$ cat config.mk
export PLATFORM = sky130hd
export DESIGN_NAME = sync_serial_xcvr
export DESIGN_NICKNAME = d
export VERILOG_FILES = /design/src/rtl/ssx_pkg.sv /design/src/rtl/ssx_sync2edge.sv /design/src/rtl/ssx_halfdiv.sv /design/src/rtl/ssx_shift_core.sv /design/src/rtl/sync_serial_xcvr.sv
export SDC_FILE = /design/constraint.sdc
export NUM_CORES = 1
export LEC_CHECK = 0
export CORE_MARGIN = 2
export CORE_UTILIZATION = 50
export DETAILED_ROUTE_END_ITERATION = 12
export DONT_BUFFER_PORTS = 1
export MAX_ROUTING_LAYER = met4
export PLACE_DENSITY = 0.67
export SLEW_MARGIN = 20
export SYNTH_ARGS = -nofsm -noshare
export SYNTH_HDL_FRONTEND = slang
export SYNTH_HIERARCHICAL = 1
export SYNTH_SLANG_ARGS = --single-unit
$ cat constraint.sdc
create_clock -name clk -period 2.2 [get_ports clk]
set_clock_uncertainty 0.2 [all_clocks]
set_input_delay 0.11 -clock clk [delete_from_list [all_inputs] [get_ports clk]]
set_output_delay 0.11 -clock clk [all_outputs]
set_load 0.01 [all_outputs]
$ cat src/rtl/ssx_pkg.sv
package ssx_pkg;
  localparam logic [1:0] A_DATA = 2'd0;
  localparam logic [1:0] A_CTRL = 2'd1;
  localparam logic [1:0] A_STAT = 2'd2;

  localparam int CB_RUN = 0;
  localparam int CB_INH = 1;
  localparam int CB_EXT = 2;

  localparam int SB_TXE   = 0;
  localparam int SB_RXF   = 1;
  localparam int SB_TXERR = 2;
  localparam int SB_RXERR = 3;
  localparam int SB_BUSY  = 4;
  localparam int SB_SHIFT = 5;
endpackage

$ cat src/rtl/ssx_sync2edge.sv
module ssx_sync2edge #(
  parameter int STAGES = 2
) (
  input  logic clk,
  input  logic rst,
  input  logic din,
  output logic rise,
  output logic fall
);
  logic [STAGES-1:0] chain;
  logic              prev;

  always_ff @(posedge clk) begin
    if (rst) begin
      chain <= '1;
      prev  <= 1'b1;
    end else begin
      chain <= {chain[STAGES-2:0], din};
      prev  <= chain[STAGES-1];
    end
  end

  assign rise = ~prev & chain[STAGES-1];
  assign fall = prev & ~chain[STAGES-1];
endmodule

$ cat src/rtl/ssx_halfdiv.sv
module ssx_halfdiv #(
  parameter int HALF_DIV = 4
) (
  input  logic clk,
  input  logic rst,
  input  logic en,
  output logic tick
);
  localparam int CW = (HALF_DIV > 1) ? $clog2(HALF_DIV) : 1;
  localparam logic [CW-1:0] LAST = CW'(HALF_DIV - 1);

  logic [CW-1:0] cnt;

  always_ff @(posedge clk) begin
    if (rst || !en)      cnt <= '0;
    else if (cnt == LAST) cnt <= '0;
    else                  cnt <= cnt + 1'b1;
  end

  assign tick = en & (cnt == LAST);
endmodule

$ cat src/rtl/ssx_shift_core.sv
module ssx_shift_core #(
  parameter int DATA_W   = 8,
  parameter int HALF_DIV = 4
) (
  input  logic              clk,
  input  logic              rst,
  input  logic              clr,
  input  logic              ext_mode,
  input  logic              run,
  input  logic              go_ok,
  input  logic [DATA_W-1:0] tx_data,
  input  logic              si,
  input  logic              ext_fall,
  input  logic              ext_rise,
  output logic              sck_out,
  output logic              so,
  output logic              active,
  output logic              load_stb,
  output logic              done_stb,
  output logic [DATA_W-1:0] rx_data
);
  localparam int CNT_W = $clog2(DATA_W);
  localparam logic [CNT_W-1:0] LAST_BIT = CNT_W'(DATA_W - 1);

  logic              loaded;
  logic [CNT_W-1:0]  bitcnt;
  logic [DATA_W-1:0] txsh;
  logic [DATA_W-2:0] rxsh;
  logic              sck_int;
  logic              tick;
  logic              fall_ev, rise_ev;
  logic              start_int, start_ext;
  logic              shift_stb, sample_stb, last_bit;

  ssx_halfdiv #(.HALF_DIV(HALF_DIV)) u_div (
    .clk  (clk),
    .rst  (rst | clr),
    .en   (active & ~ext_mode),
    .tick (tick)
  );

  always_comb begin
    fall_ev    = ext_mode ? ext_fall : (tick & sck_int);
    rise_ev    = ext_mode ? ext_rise : (tick & ~sck_int);
    start_int  = ~active & ~ext_mode & run & go_ok;
    start_ext  = ~active & ext_mode & run & ext_fall;
    load_stb   = start_ext | (active & ~loaded & fall_ev);
    shift_stb  = active & loaded & fall_ev;
    sample_stb = active & loaded & rise_ev;
    last_bit   = (bitcnt == LAST_BIT);
    done_stb   = sample_stb & last_bit;
    rx_data    = {rxsh, si};
  end

  always_ff @(posedge clk) begin
    if (rst || clr) begin
      active  <= 1'b0;
      loaded  <= 1'b0;
      bitcnt  <= '0;
      txsh    <= '1;
      rxsh    <= '0;
      sck_int <= 1'b1;
    end else begin
      if (!active || ext_mode) sck_int <= 1'b1;
      else if (tick)           sck_int <= ~sck_int;

      if (start_int) begin
        active <= 1'b1;
        loaded <= 1'b0;
        bitcnt <= '0;
      end

      if (load_stb) begin
        active <= 1'b1;
        loaded <= 1'b1;
        bitcnt <= '0;
        txsh   <= tx_data;
      end else if (shift_stb) begin
        txsh <= {txsh[DATA_W-2:0], 1'b1};
      end

      if (sample_stb) begin
        rxsh   <= rx_data[DATA_W-2:0];
        bitcnt <= bitcnt + 1'b1;
        if (last_bit) begin
          active <= 1'b0;
          loaded <= 1'b0;
          txsh   <= '1;
        end
      end
    end
  end

  assign sck_out = sck_int;
  assign so      = txsh[DATA_W-1];

  // no frame may begin while software is behind, so the clock stays high
  a_r3_wait_keeps_sck_high: assert property (@(posedge clk) disable iff (rst)
    (!ext_mode && !active && !go_ok) |=> sck_out);

  // the data line rests high between frames
  a_r8_idle_so_high: assert property (@(posedge clk) disable iff (rst)
    !active |-> so);

  // with run clear, an idle unit stays idle
  a_r8_no_start_when_stopped: assert property (@(posedge clk) disable iff (rst)
    (!run && !active) |=> !active);

  // a finished frame leaves the serial clock high
  a_r2_done_sck_high: assert property (@(posedge clk) disable iff (rst)
    (done_stb && !ext_mode) |=> sck_out);
endmodule

$ cat src/rtl/sync_serial_xcvr.sv
module sync_serial_xcvr #(
  parameter int DATA_W      = 8,
  parameter int HALF_DIV    = 4,
  parameter int SYNC_STAGES = 2
) (
  input  logic              clk,
  input  logic              rst,
  input  logic              wr_en,
  input  logic              rd_en,
  input  logic [1:0]        addr,
  input  logic [DATA_W-1:0] wdata,
  output logic [DATA_W-1:0] rdata,
  input  logic              sck_in,
  output logic              sck_out,
  output logic              so,
  input  logic              si
);
  import ssx_pkg::*;

  logic              run_q, inh_q, ext_q;
  logic [DATA_W-1:0] txbuf, rxbuf;
  logic              tx_empty, rx_full, tx_err, rx_err;
  logic              ctrl_wr, inh_wr, data_wr, data_rd, core_clr, go_ok;
  logic              ext_rise, ext_fall;
  logic              active, load_stb, done_stb;
  logic [DATA_W-1:0] rx_data;
  logic [DATA_W-1:0] stat_word, ctrl_word;

  always_comb begin
    ctrl_wr  = wr_en & (addr == A_CTRL);
    inh_wr   = ctrl_wr & wdata[CB_INH];
    data_wr  = wr_en & (addr == A_DATA);
    data_rd  = rd_en & (addr == A_DATA);
    core_clr = inh_q | inh_wr;
    go_ok    = ~tx_empty & ~rx_full;
  end

  ssx_sync2edge #(.STAGES(SYNC_STAGES)) u_sync (
    .clk  (clk),
    .rst  (rst),
    .din  (sck_in),
    .rise (ext_rise),
    .fall (ext_fall)
  );

  ssx_shift_core #(.DATA_W(DATA_W), .HALF_DIV(HALF_DIV)) u_core (
    .clk      (clk),
    .rst      (rst),
    .clr      (core_clr),
    .ext_mode (ext_q),
    .run      (run_q),
    .go_ok    (go_ok),
    .tx_data  (txbuf),
    .si       (si),
    .ext_fall (ext_fall),
    .ext_rise (ext_rise),
    .sck_out  (sck_out),
    .so       (so),
    .active   (active),
    .load_stb (load_stb),
    .done_stb (done_stb),
    .rx_data  (rx_data)
  );

  always_comb begin
    stat_word           = '0;
    stat_word[SB_TXE]   = tx_empty;
    stat_word[SB_RXF]   = rx_full;
    stat_word[SB_TXERR] = tx_err;
    stat_word[SB_RXERR] = rx_err;
    stat_word[SB_BUSY]  = run_q | active;
    stat_word[SB_SHIFT] = active;
    ctrl_word           = '0;
    ctrl_word[CB_RUN]   = run_q;
    ctrl_word[CB_INH]   = inh_q;
    ctrl_word[CB_EXT]   = ext_q;
  end

  always_ff @(posedge clk) begin
    if (rst) begin
      run_q    <= 1'b0;
      inh_q    <= 1'b0;
      ext_q    <= 1'b0;
      txbuf    <= '0;
      rxbuf    <= '0;
      tx_empty <= 1'b1;
      rx_full  <= 1'b0;
      tx_err   <= 1'b0;
      rx_err   <= 1'b0;
      rdata    <= '0;
    end else begin
      if (ctrl_wr) begin
        inh_q <= wdata[CB_INH];
        ext_q <= wdata[CB_EXT];
        run_q <= wdata[CB_RUN] & ~wdata[CB_INH];
      end

      if (core_clr) begin
        txbuf    <= '0;
        rxbuf    <= '0;
        tx_empty <= 1'b1;
        rx_full  <= 1'b0;
        tx_err   <= 1'b0;
        rx_err   <= 1'b0;
      end else begin
        if (load_stb) begin
          tx_empty <= 1'b1;
          if (ext_q && tx_empty) tx_err <= 1'b1;
        end
        if (data_wr) begin
          txbuf    <= wdata;
          tx_empty <= 1'b0;
        end
        if (data_rd) rx_full <= 1'b0;
        if (done_stb) begin
          rxbuf   <= rx_data;
          rx_full <= 1'b1;
          if (rx_full) rx_err <= 1'b1;
        end
      end

      if (rd_en) begin
        case (addr)
          A_DATA:  rdata <= rxbuf;
          A_CTRL:  rdata <= ctrl_word;
          A_STAT:  rdata <= stat_word;
          default: rdata <= '0;
        endcase
      end
    end
  end

  // a data write leaves the transmit buffer marked full
  a_r1_txe_cleared_by_write: assert property (@(posedge clk) disable iff (rst)
    (data_wr && !core_clr) |=> !tx_empty);

  // a data read with no frame landing leaves the receive buffer empty
  a_r1_rxf_cleared_by_read: assert property (@(posedge clk) disable iff (rst)
    (data_rd && !done_stb && !core_clr) |=> !rx_full);

  // a held inhibit keeps the unit cleared and the lines high
  a_r9_inhibit_holds_clear: assert property (@(posedge clk) disable iff (rst)
    (inh_q && !ctrl_wr) |=> (!run_q && tx_empty && !rx_full && !tx_err &&
                             !rx_err && sck_out && so && rxbuf == '0));

  // error flags are sticky outside inhibit
  a_r7_txerr_sticky: assert property (@(posedge clk) disable iff (rst)
    (tx_err && !core_clr) |=> tx_err);

  a_r7_rxerr_sticky: assert property (@(posedge clk) disable iff (rst)
    (rx_err && !core_clr) |=> rx_err);
endmodule

==> metrics.txt <==
ratio of cells with drive above 1 in the final layout 0.2198; most frequent cells in the layout dfxtp_1, nor2_1, mux2i_1, dlygate4sd3_1, clkbuf_8; cell count after synthesis between 200 and 250; port buffer count 0; Min-Delay Path Depth 1; sequential cell area fraction in the yosys report 0.4641; Max IR drop VDD 520.7 uV; Least-Margin Pin Slew 0.7317 ns; hold path startpoint u_sync/chain[0]$_SDFF_PP1_; Pleak 1.097 nW; Post-synth ARST share 0; EDFF count, synth 0; First-pass DRT Iterations 4; CTS sink cnt 57; mean number of vias per cell 5.315; global route overflow 0; final HPWL from detailed placement about 3.2 mm; FF-to-FF path depth 8; fmax 480.3 MHz; post-synthesis simple-gate area fraction 0.2219; CP Max Fanout 8; global-route wire length before repair ~8.3 mm; syn avg cell area 10.33 um2; Die Area approximately 5500 um2; DRC 0; Required @ worst endpoint 2.23 ns; internal power between 0.0015 and 0.002 W; Max-Slew Margin vs Limit 0.5106; distinct cell type count of the synthesized netlist 53; leading area contributor after synthesis dfxtp_1; Top FF cell, synth dfxtp_1; Routed WL per cell approximately 15 um; DR iter-0 viols between 60 and 70; total track usage 0.2121; Synth Area in Adders 0.01527; TNS Setup 0 ns; antenna cells 0; P per Cell Area roughly 730 nW/um2; post-synth net total 257; Post-Synth XOR/XNOR Area 0.003562; largest family of logic cells by synthesized area simple AND/OR/NAND/NOR gates; Tmin final between 2 and 2.5 ns; Seq cells post-synth 57; status completed; largest cells by area after synthesis dfxtp_1, mux2i_1, nor2_1; slowest CP cell dfxtp_2; Detailed Route WL 5.016 mm; die height 74.12 um; area of the core 4723 um2; Final ANT Viol Nets 0; max cap viols 0; most common cell after layout, fill and taps aside dfxtp_1; r2r startpoint u_core/u_div/cnt[0]$_SDFF_PP0_; cts bufs inserted 9; sw power 0.0004777 W; Clock Latency Late Sink 0.34 ns; capturing point of the worst reg2reg path u_core/txsh[7]$_SDFF_PP1_; Logic pwr share 0.057; vias in the first global route 1718; CP Launch Type flip-flop; Clk pwr share 0.453; multiplexer share of the synthesized area 0.1511; hold path endpoint u_sync/chain[1]$_SDFF_PP1_; critical path class reg -> reg; row cnt 25; via count around 1800; CTS H-tree depth 3; RSZ-0062 raised after global routing false; CP Capture Type flip-flop; largest net degree at the start of global routing 20; Flop pwr share 0.490; Mapped Area ~2500 um2; Area growth syn-to-layout 20.10%; initial antenna violation count 0; CTS tree built; post-synthesis compound-gate area fraction 0.1140; GP Congestion 0.7326; Reg2Reg Setup Slack 0.12 ns; initial core utilization 0.5205; Tcrit/Tclk final 0.9463; # nets final 288; critical-path cell list ha_2 -> and2_1 -> buf_4 -> nand3b_1 -> a21oi_2 -> buf_6 -> mux2_2 -> o22a_1; Worst EP arrival 2.12 ns; clock transition at the registers of the reported paths 0.06 ns; Synth Warn # 6; IO Count 26; overall power 0.002153 W; Slew Viols, Final 0; clock buffer depth 2; die width 74.12 um; CP max stage delay 0.34 ns; Final Hold Viols 0; hold crit path type reg -> reg; clk root buf clkbuf_8; Synth top area share 0.4641; final setup vio count 0; switching share of total power 0.2218
[sequential cells by signal, summed over array words and instances, names as in the netlist]
name	count
u_sync/chain	2
inh_q	1
ext_q	1
tx_empty	1
u_sync/prev	1
rdata	8
u_core/active	1
run_q	1
tx_err	1
txbuf	8
rx_full	1
u_core/sck_out	1
u_core/loaded	1
rxbuf	8
u_core/txsh	8
u_core/bitcnt	3
u_core/u_div/cnt	2
rx_err	1
u_core/rxsh	7
[worst max-delay path, delay by kind of cell (launching register included)]
kind / cells / cell delay, ns
compound gates: 2 / 0.38
flops: 1 / 0.34
mux: 1 / 0.33
simple gates: 2 / 0.27
buf+inv: 2 / 0.26
fa+ha+maj: 1 / 0.20
[worst max-delay path by stage]
| stage | startpoint | end | slack (ns) | cells after the start |
|---|---|---|---|---|
| 3_5_place_dp | u_core/u_div/cnt[0]$_SDFF_PP0_ | rxbuf[3]$_SDFFE_PP0P_ | 0.02 | 7 |
| 3_3_place_gp | u_core/u_div/cnt[0]$_SDFF_PP0_ | rxbuf[5]$_SDFFE_PP0P_ | 0.08 | 7 |
| 2_1_floorplan | u_core/active$_SDFF_PP0_ | rxbuf[0]$_SDFFE_PP0P_ | 0.03 | 8 |
| 6_report | u_core/u_div/cnt[0]$_SDFF_PP0_ | u_core/txsh[7]$_SDFF_PP1_ | 0.12 | 8 |
| 5_1_grt | u_core/u_div/cnt[0]$_SDFF_PP0_ | u_core/txsh[7]$_SDFF_PP1_ | 0.001 | 8 |
| 4_1_cts | addr[1] | u_core/txsh[7]$_SDFF_PP1_ | 0.03 | 7 |
[per-layer routing]
layer | share of wire | global-route usage
met5 | 0 | -
met2 | 0.44 | 0.2956
met1 | 0.50 | 0.2783
met4 | 0.018 | 0.1030
met3 | 0.041 | 0.06504
[area by class of cell]
class | count | area (um2)
Multi-Input combinational cell | 171 | 1250
Clock inverter | 3 | 40.04
Tap cell | 67 | 83.83
Inverter | 1 | 3.754
Timing Repair Buffer | 29 | 276.5
Clock buffer | 12 | 155.1
Fill cell | 393 | 1770
Sequential cell | 57 | 1144
[Yosys cell counts, drive strengths merged (2+ instances only)]
cell / count
nor3: 4
o22a: 7
nand3b: 6
nand3: 7
o31ai: 3
o21ai: 2
and2b: 2
o211ai: 2
a31oi: 2
o211a: 3
nand2: 11
or3b: 3
mux2: 9
mux2i: 27
or2: 4
nor2b: 7
nand2b: 4
a21oi: 12
buf: 8
nor2: 39
dfxtp: 57
ha: 3
and2: 2
[power groups by stage]
stage	registers (W)	clock network [W]	logic [W]
detailed placement	0.00108	0	0.0000798
CTS	0.00105	0.000997	0.000122
global placement	0.00108	0	0.0000791
finish	0.00105	0.000976	0.000123
global route	0.00106	0.00105	0.000135
floorplan	0.00108	0	0.0000777
[stage by stage]
stage               setup slack (ns)  hold WS [ns]  instances    util  cell area, um2
floorplan                    0.02733      -0.02028        238       -            2469
global placement             0.07529      -0.01500        303  0.5354            2529
detailed placement           0.01804      -0.01369        303  0.5354            2529
CTS                          0.02859        0.1960        338  0.6193            2925
global route                0.001243        0.2135        340  0.6252            2953
finish                        0.1181        0.2025        340  0.6252            2953
[kinds of logic (layout without fill, tap and decap cells)]
group / Yosys count / after routing
mux: 36 / 36
flops: 57 / 57
simple gates: 94 / 94
compound gates: 37 / 37
buf+inv: 10 / 45
xor+xnor: 1 / 1
fa+ha+maj: 3 / 3
[timing repair]
item,CTS,global route
setup buffers,0,2
endpoints found under the setup margin,2,13
hold buffers,20,0
pin swaps,0,1
gates resized for setup,1,5
endpoints found under the hold margin,32,0
(Power assumes the default switching activity.)
